`src/rtl/isp_serial_framer.sv`:
```
module isp_serial_framer #(
  parameter int PAGE_BYTES = 64
) (
  input  logic        clk,
  input  logic        rst_n,
  input  logic        isp_rst,
  input  logic        isp_fuse_en,
  input  logic        sck,
  input  logic        mosi,
  output logic        miso,
  output logic        busy,
  output logic [15:0] fl_addr,
  output logic [7:0]  fl_wdata,
  output logic        fl_we,
  output logic        fl_sig,
  input  logic [7:0]  fl_rdata
);
  localparam int CW = $clog2(PAGE_BYTES);
  localparam int LAST_IDX = PAGE_BYTES + 2;
  localparam int IW = $clog2(LAST_IDX + 1);
  localparam logic [7:0] OP_RD  = 8'h20;
  localparam logic [7:0] OP_SIG = 8'h28;
  localparam logic [7:0] OP_WR  = 8'h40;
  localparam logic [7:0] OP_PG  = 8'h50;
  localparam logic [15:0] PG_MASK = ~16'(PAGE_BYTES - 1);

  logic sck_q, sck_p, mosi_q, rst_q, rst_p, released;
  logic [2:0] bit_cnt;
  logic [IW-1:0] byte_idx;
  logic [6:0] sh;
  logic [7:0] op, a_hi, a_lo, out_sh;
  logic miso_r, busy_r;
  logic [7:0] buf_mem [PAGE_BYTES];
  logic [15:0] base;
  logic [CW-1:0] wcnt, wlast;

  wire rise = sck_q & ~sck_p;
  wire fall = ~sck_q & sck_p;
  wire rel  = rst_p & ~rst_q;
  wire accept = rst_q & (~released | isp_fuse_en) & ~busy_r;
  wire [7:0] rx = {sh, mosi_q};
  wire done = rise & accept & ~rel & (bit_cnt == 3'd7);
  wire known = (rx == OP_RD) || (rx == OP_SIG) || (rx == OP_WR) || (rx == OP_PG);
  wire rd_frame = ((op == OP_RD) || (op == OP_SIG)) && (byte_idx == IW'(3));
  wire [CW-1:0] off = CW'(byte_idx - IW'(3));

  assign miso     = miso_r;
  assign busy     = busy_r;
  assign fl_we    = busy_r;
  assign fl_addr  = busy_r ? base + 16'(wcnt) : {a_hi, a_lo};
  assign fl_wdata = buf_mem[wcnt];
  assign fl_sig   = ~busy_r & (op == OP_SIG);

  always_ff @(posedge clk or negedge rst_n) begin
    if (!rst_n) begin
      sck_q <= 1'b0; sck_p <= 1'b0; mosi_q <= 1'b0;
      rst_q <= 1'b0; rst_p <= 1'b0; released <= 1'b0;
    end else begin
      sck_q <= sck; sck_p <= sck_q; mosi_q <= mosi;
      rst_q <= isp_rst; rst_p <= rst_q;
      if (rel) released <= 1'b1;
    end
  end

  always_ff @(posedge clk or negedge rst_n) begin
    if (!rst_n) begin
      bit_cnt <= '0; byte_idx <= '0; sh <= '0;
      op <= '0; a_hi <= '0; a_lo <= '0;
      busy_r <= 1'b0; base <= '0; wcnt <= '0; wlast <= '0;
    end else begin
      if (busy_r) begin
        if (wcnt == wlast) busy_r <= 1'b0;
        else wcnt <= wcnt + 1'b1;
      end
      if (!accept || rel) begin
        bit_cnt <= '0;
        byte_idx <= '0;
      end else if (rise) begin
        sh <= rx[6:0];
        bit_cnt <= bit_cnt + 1'b1;
        if (bit_cnt == 3'd7) begin
          if (byte_idx == '0) begin
            op <= rx;
            byte_idx <= known ? IW'(1) : '0;
          end else if (byte_idx == IW'(1)) begin
            a_hi <= rx;
            byte_idx <= IW'(2);
          end else if (byte_idx == IW'(2)) begin
            a_lo <= rx;
            byte_idx <= IW'(3);
          end else if (op == OP_PG) begin
            if (byte_idx == IW'(LAST_IDX)) begin
              byte_idx <= '0;
              busy_r <= 1'b1;
              wcnt <= '0;
              wlast <= CW'(PAGE_BYTES - 1);
              base <= {a_hi, a_lo} & PG_MASK;
            end else begin
              byte_idx <= byte_idx + 1'b1;
            end
          end else begin
            byte_idx <= '0;
            if (op == OP_WR) begin
              busy_r <= 1'b1;
              wcnt <= '0;
              wlast <= '0;
              base <= {a_hi, a_lo};
            end
          end
        end
      end
    end
  end

  always_ff @(posedge clk) begin
    if (done && byte_idx >= IW'(3)) begin
      if (op == OP_PG) buf_mem[off] <= rx;
      else if (op == OP_WR) buf_mem[0] <= rx;
    end
  end

  always_ff @(posedge clk or negedge rst_n) begin
    if (!rst_n) begin
      miso_r <= 1'b0;
      out_sh <= '0;
    end else if (fall) begin
      if (rd_frame && accept) begin
        if (bit_cnt == 3'd0) begin
          miso_r <= fl_rdata[7];
          out_sh <= {fl_rdata[6:0], 1'b0};
        end else begin
          miso_r <= out_sh[7];
          out_sh <= {out_sh[6:0], 1'b0};
        end
      end else begin
        miso_r <= 1'b0;
      end
    end
  end

  AST_MISO_ON_FALL: assert property (@(posedge clk) disable iff (!rst_n)
    !$stable(miso_r) |-> $past(fall));
  AST_DRAIN_STEP: assert property (@(posedge clk) disable iff (!rst_n)
    (busy_r && $past(busy_r)) |-> (fl_addr == $past(fl_addr) + 16'd1));
  AST_IDX_BOUND: assert property (@(posedge clk) disable iff (!rst_n)
    byte_idx <= IW'(LAST_IDX));
  AST_WE_AFTER_FRAME: assert property (@(posedge clk) disable iff (!rst_n)
    $rose(busy_r) |-> $past(done));
  AST_BLOCKED_IDLE: assert property (@(posedge clk) disable iff (!rst_n)
    (busy_r || !rst_q) |=> (bit_cnt == 3'd0 && byte_idx == '0));
  AST_LOCKED_QUIET: assert property (@(posedge clk) disable iff (!rst_n)
    (released && !isp_fuse_en && !busy_r) |=> !fl_we);
endmodule

```
`config.mk`:
```
export PLATFORM = sky130hd
export DESIGN_NAME = isp_serial_framer
export DESIGN_NICKNAME = d
export VERILOG_FILES = /design/src/rtl/isp_serial_framer.sv
export SDC_FILE = /design/constraint.sdc
export NUM_CORES = 1
export LEC_CHECK = 0
export ABC_AREA = 1
export BUFFER_PORTS_ARGS = -buffer_cell sky130_fd_sc_hd__buf_4
export CORE_ASPECT_RATIO = 1.75
export CORE_MARGIN = 4
export CORE_UTILIZATION = 57
export CTS_BUF_LIST = sky130_fd_sc_hd__clkbuf_16
export CTS_CLUSTER_SIZE = 25
export DETAILED_ROUTE_END_ITERATION = 6
export GPL_TIMING_DRIVEN = 0
export PLACE_DENSITY = 0.74
export SYNTH_ARGS = -nofsm -noshare
export SYNTH_HDL_FRONTEND = slang
export SYNTH_SLANG_ARGS = --single-unit
```
`constraint.sdc`:
```
create_clock -name clk -period 2.4 [get_ports clk]
set_clock_uncertainty 0.15 [all_clocks]
set_input_delay 0.12 -clock clk [delete_from_list [all_inputs] [get_ports clk]]
set_output_delay 0.12 -clock clk [all_outputs]
set_load 0.005 [all_outputs]
```
==> impl_metrics.py <==
metrics = {
    "synth": {
        "synth_mux_area_share_pct": 0.264,
        "synth_top_family_by_area": "simple AND/OR/NAND/NOR gates",
        "yosys.area_share.simple_pct": 22.7,
        "synthXorXnorAreaFrac_pct": 0.231,
        "synth.largest_area_cell": "edfxtp_1",
        "synth_edf_count": 512,
        "ys_top_cells_by_count": "660 x nand2_1, 512 x edfxtp_1, 452 x nand3_1",
        "netlist_area_mm2": 0.0265,
        "ys_ff_latch": 591,
        "synth_nets": 2652,
        "async_flop_share_pct": 13.4,
        "synthDistinctLibCells": 38,
        "seq_area_frac_synth_pct": 65.5,
        "avgSynthCellArea_um2": 10.1,
        "syn_inst": 2623,
        "synth_ff_type": "edfxtp_1",
        "yosys.cell_count.top_type": "nand2_1",
        "synth_compound_area_share_pct": 3.31,
        "ys_warn_count": 0,
        "synth.top_cell.area_share_pct": 58.0,
        "synth_area_leaders": "edfxtp_1 58%, nand2_1 9.4%, nand3_1 8.5%, dfrtp_1 7.5%, inv_1 5.2%",
        "synthAdderAreaFrac_pct": 0.737,
    },
    "clock_tree": {
        "cts.clk_slew.worst_paths_ns": 0.07,
        "clock_latency_ns": 0.62,
        "clk_path_buf_depth": 3,
        "cts_buffers": 52,
        "cts_tree": "built",
        "cts_root_buf": "clkbuf_16",
        "h-tree-depth": 2,
        "numClockSinks": 591,
    },
    "global_routing": {
        "grt_util_met2_pct": 68.6,
        "grt_usage_pct": 41.2,
        "grt_pass1_wl_um": 145000,
        "overflow": 0,
        "antenna_found_initial": 0,
        "grtUsageMet1_pct": 44.5,
        "use_met3_pct": 6.17,
        "grt_pass1_vias": 21200,
        "grt_max_degree": 80,
        "top_usage_layer": "met2",
    },
    "placement": {
        "dp_slack_ns": -1.36,
        "gp_congestion": 1.03,
        "dpl_cell_area_mm2": 0.0276,
        "dp.cells": 3250,
        "detailedPlacementHpwl_um": 69000,
        "port-buffer-count": 41,
    },
    "power": {
        "seqPwrFrac_pct": 56.4,
        "p_clk_share_pct": 42.5,
        "sw_frac_of_total_pct": 21.8,
        "power.density_mw_per_mm2": 621,
        "total_leakage_power_nw": 13.4,
        "p_sw_w": 0.00454,
        "irDropWorstVdd_mv": 1.09,
        "combPwrFrac_pct": 1.0,
        "intPower_w": 0.0163,
    },
    "setup_path": {
        "path_cells": "inv_2 -> clkbuf_2 -> o21ai_1 -> nand3_1 -> nand3_1 -> nand3_1 -> nand3_1 -> nand2_2 -> buf_6",
        "crit_path_end_kind": "output pin",
        "crit_slowest_cell": "o21ai_1",
        "start_kind": "register",
        "crit_arrival_ns": 3.04,
        "critPathKind": "reg -> out",
        "crit_required_ns": 2.13,
        "critPathMaxStageDelay_ns": 0.76,
        "path_buf_inv": 3,
        "cpMostUsedCell": "nand3_1",
        "crit_fanout": 10,
        "crit_family": "compound AO/OA/AOI/OAI gates",
    },
    "floorplanning": {
        "coreArea_mm2": 0.0459,
        "start_util_pct": 57.7,
        "fp.dieH_um": 293,
        "die_width_um": 171,
        "rows": 104,
        "io_pins": 42,
        "dieArea_mm2": 0.0501,
    },
    "timing": {
        "setup_slack_ns": -0.914,
        "report.final.slew_viol_count": 0,
        "fin_crit_sh_pct": 138,
        "timing.hold.ws_ns": 0.00301,
        "min_period_ns": 3.31,
        "finalHoldViolCount": 0,
        "worst_slew_pin_slew_ns": 1.09,
        "rsz0062_at_grt": "true",
        "max_slew_margin_pct": 27.4,
        "finalSetupTns_ns": -122.02,
        "fmax_mhz": 302,
        "setup_violations": 551,
    },
    "layout": {
        "finalNetCount": 2908,
        "antenna_cells": 0,
        "fin_cells": 3503,
        "drive_gt1_share_pct": 24.9,
        "fillCellCount": 3063,
        "final_area_mm2": 0.0336,
        "syn2layout_area_growth_pct": 27.0,
    },
    "route": {
        "firstDrtPassIters": 7,
        "antenna_left": 0,
        "drc_errors": 10,
        "wl_per_cell_um": 30.9,
        "wirelength_um": 108000,
        "vias_per_cell": 6.28,
        "drt_first_iter_violations": 3287,
        "num_vias": 22000,
    },
    "worst_hold_path": {
        "min_path_type": "in -> reg",
    },
    "flow_run": {
        "max-cap-violations": 0,
    },
    "outcome": {
        "violations": "DRC, setup timing",
        "status": "complete, but fails checks",
    },
}
-- cell usage in the layout (no fill, tap or decap), types with 15 or more instances in the layout --
cell type  netlist  layout
buf_6            2      58
buf_12           0      76
buf_4            1      89
o211ai_1        32      32
clkbuf_2         0      20
clkbuf_16        0      53
nor2_4           2      77
inv_1          369     367
nor2_1         122      46
nand3_4          1      19
buf_2           38      18
o21ai_1          0      16
nand2_1        660     625
clkbuf_4         0      23
o21ai_2          9      15
nand2_2          9      29
o21ai_0         88      63
edfxtp_1       512     512
or2_2           74      73
nand3_1        452     385
nand3_2          5      54
dfrtp_1         79      63
clkbuf_8         0      16
-- logic make-up (layout without fill, tap and decap cells) --
logic type / Yosys count / after routing
compound gates: 150 / 150
flops: 591 / 591
xor+xnor: 7 / 7
buf+inv: 496 / 792
mux: 7 / 7
simple gates: 1357 / 1358
fa+ha+maj: 15 / 15
-- cell type report --
| class | instances | area (µm²) | share of cell area [%] |
|---|---|---|---|
| well taps | 583 | 729 | 2.17 |
| repair buffers | 202 | 2610 | 7.75 |
| clock buffers | 53 | 1330 | 3.94 |
| inverters | 372 | 1420 | 4.23 |
| plain buffers | 123 | 1070 | 3.19 |
| flip-flops and latches | 591 | 17400 | 51.7 |
| clock inverters | 42 | 420 | 1.25 |
| multi-input cells | 1537 | 8670 | 25.8 |
-- power groups by stage --
stage	Sequential (W)	Combinational (W)	Clock [W]
after floorplan	0.0118	0.0000420	0
after global placement	0.0120	0.000109	0
after detailed placement	0.0120	0.000194	0
after CTS	0.0117	0.000213	0.00875
after global routing	0.0118	0.000230	0.00923
final	0.0118	0.000219	0.00887
-- metrics by stage --
stage | total power (W) | util (%)
after floorplan | 0.0118 | -
after global placement | 0.0122 | 59.9
after detailed placement | 0.0122 | 60.1
after CTS | 0.0207 | 70.6
after global routing | 0.0212 | 73.2
final | 0.0209 | 73.2
-- routing by layer --
metal  wire length (µm)  vias up  part of all wire [%]
li1                   -     9219                     -
met1              32200    10400                    30
met2              52100     1764                    48
met3              10400      591                   9.6
met4              13600        0                    13
met5                  0        -                     0
-- path summary, 6_finish.rpt --
kind / from / end / slack, ns / cells after the start
worst max-delay path: wcnt[0]$_DFF_PN0_ / fl_wdata[1] / -0.91 / 9
worst min-delay path: mosi / mosi_q$_DFF_PN0_ / 0.003 / 2
worst max register to register: byte_idx[0]$_DFFE_PN0P_ / buf_mem[2][3]$_DFFE_PP_ / -0.31 / 11
worst min register to register: sck_q$_DFF_PN0_ / sck_p$_DFF_PN0_ / 0.23 / 0
max in group asynchronous: rst_n / mosi_q$_DFF_PN0_ / 1.20 / 2
min in group asynchronous: rst_n / base[8]$_DFFE_PN0P_ / 0.06 / 2
-- sequential cells by signal, summed over array words and instances (netlist names) --
| signal | count |
|---|---|
| a_lo | 8 |
| busy | 1 |
| bit_cnt | 3 |
| op | 8 |
| a_hi | 8 |
| rst_q | 1 |
| buf_mem | 512 |
| sck_q | 1 |
| out_sh | 7 |
| sh | 7 |
| sck_p | 1 |
| byte_idx | 7 |
| miso | 1 |
| mosi_q | 1 |
| rst_p | 1 |
| released | 1 |
| base | 16 |
| wcnt | 6 |
| wlast | 1 |
-- what timing repair did --
action	4_1_cts	5_1_grt
endpoints found under the setup margin	537	567
gates cloned	0	1
hold buffers	13	0
pin swaps	75	79
endpoints found under the hold margin	98	0
setup buffers	90	56
gates resized for setup	514	129
(Power assumes the default switching activity.)
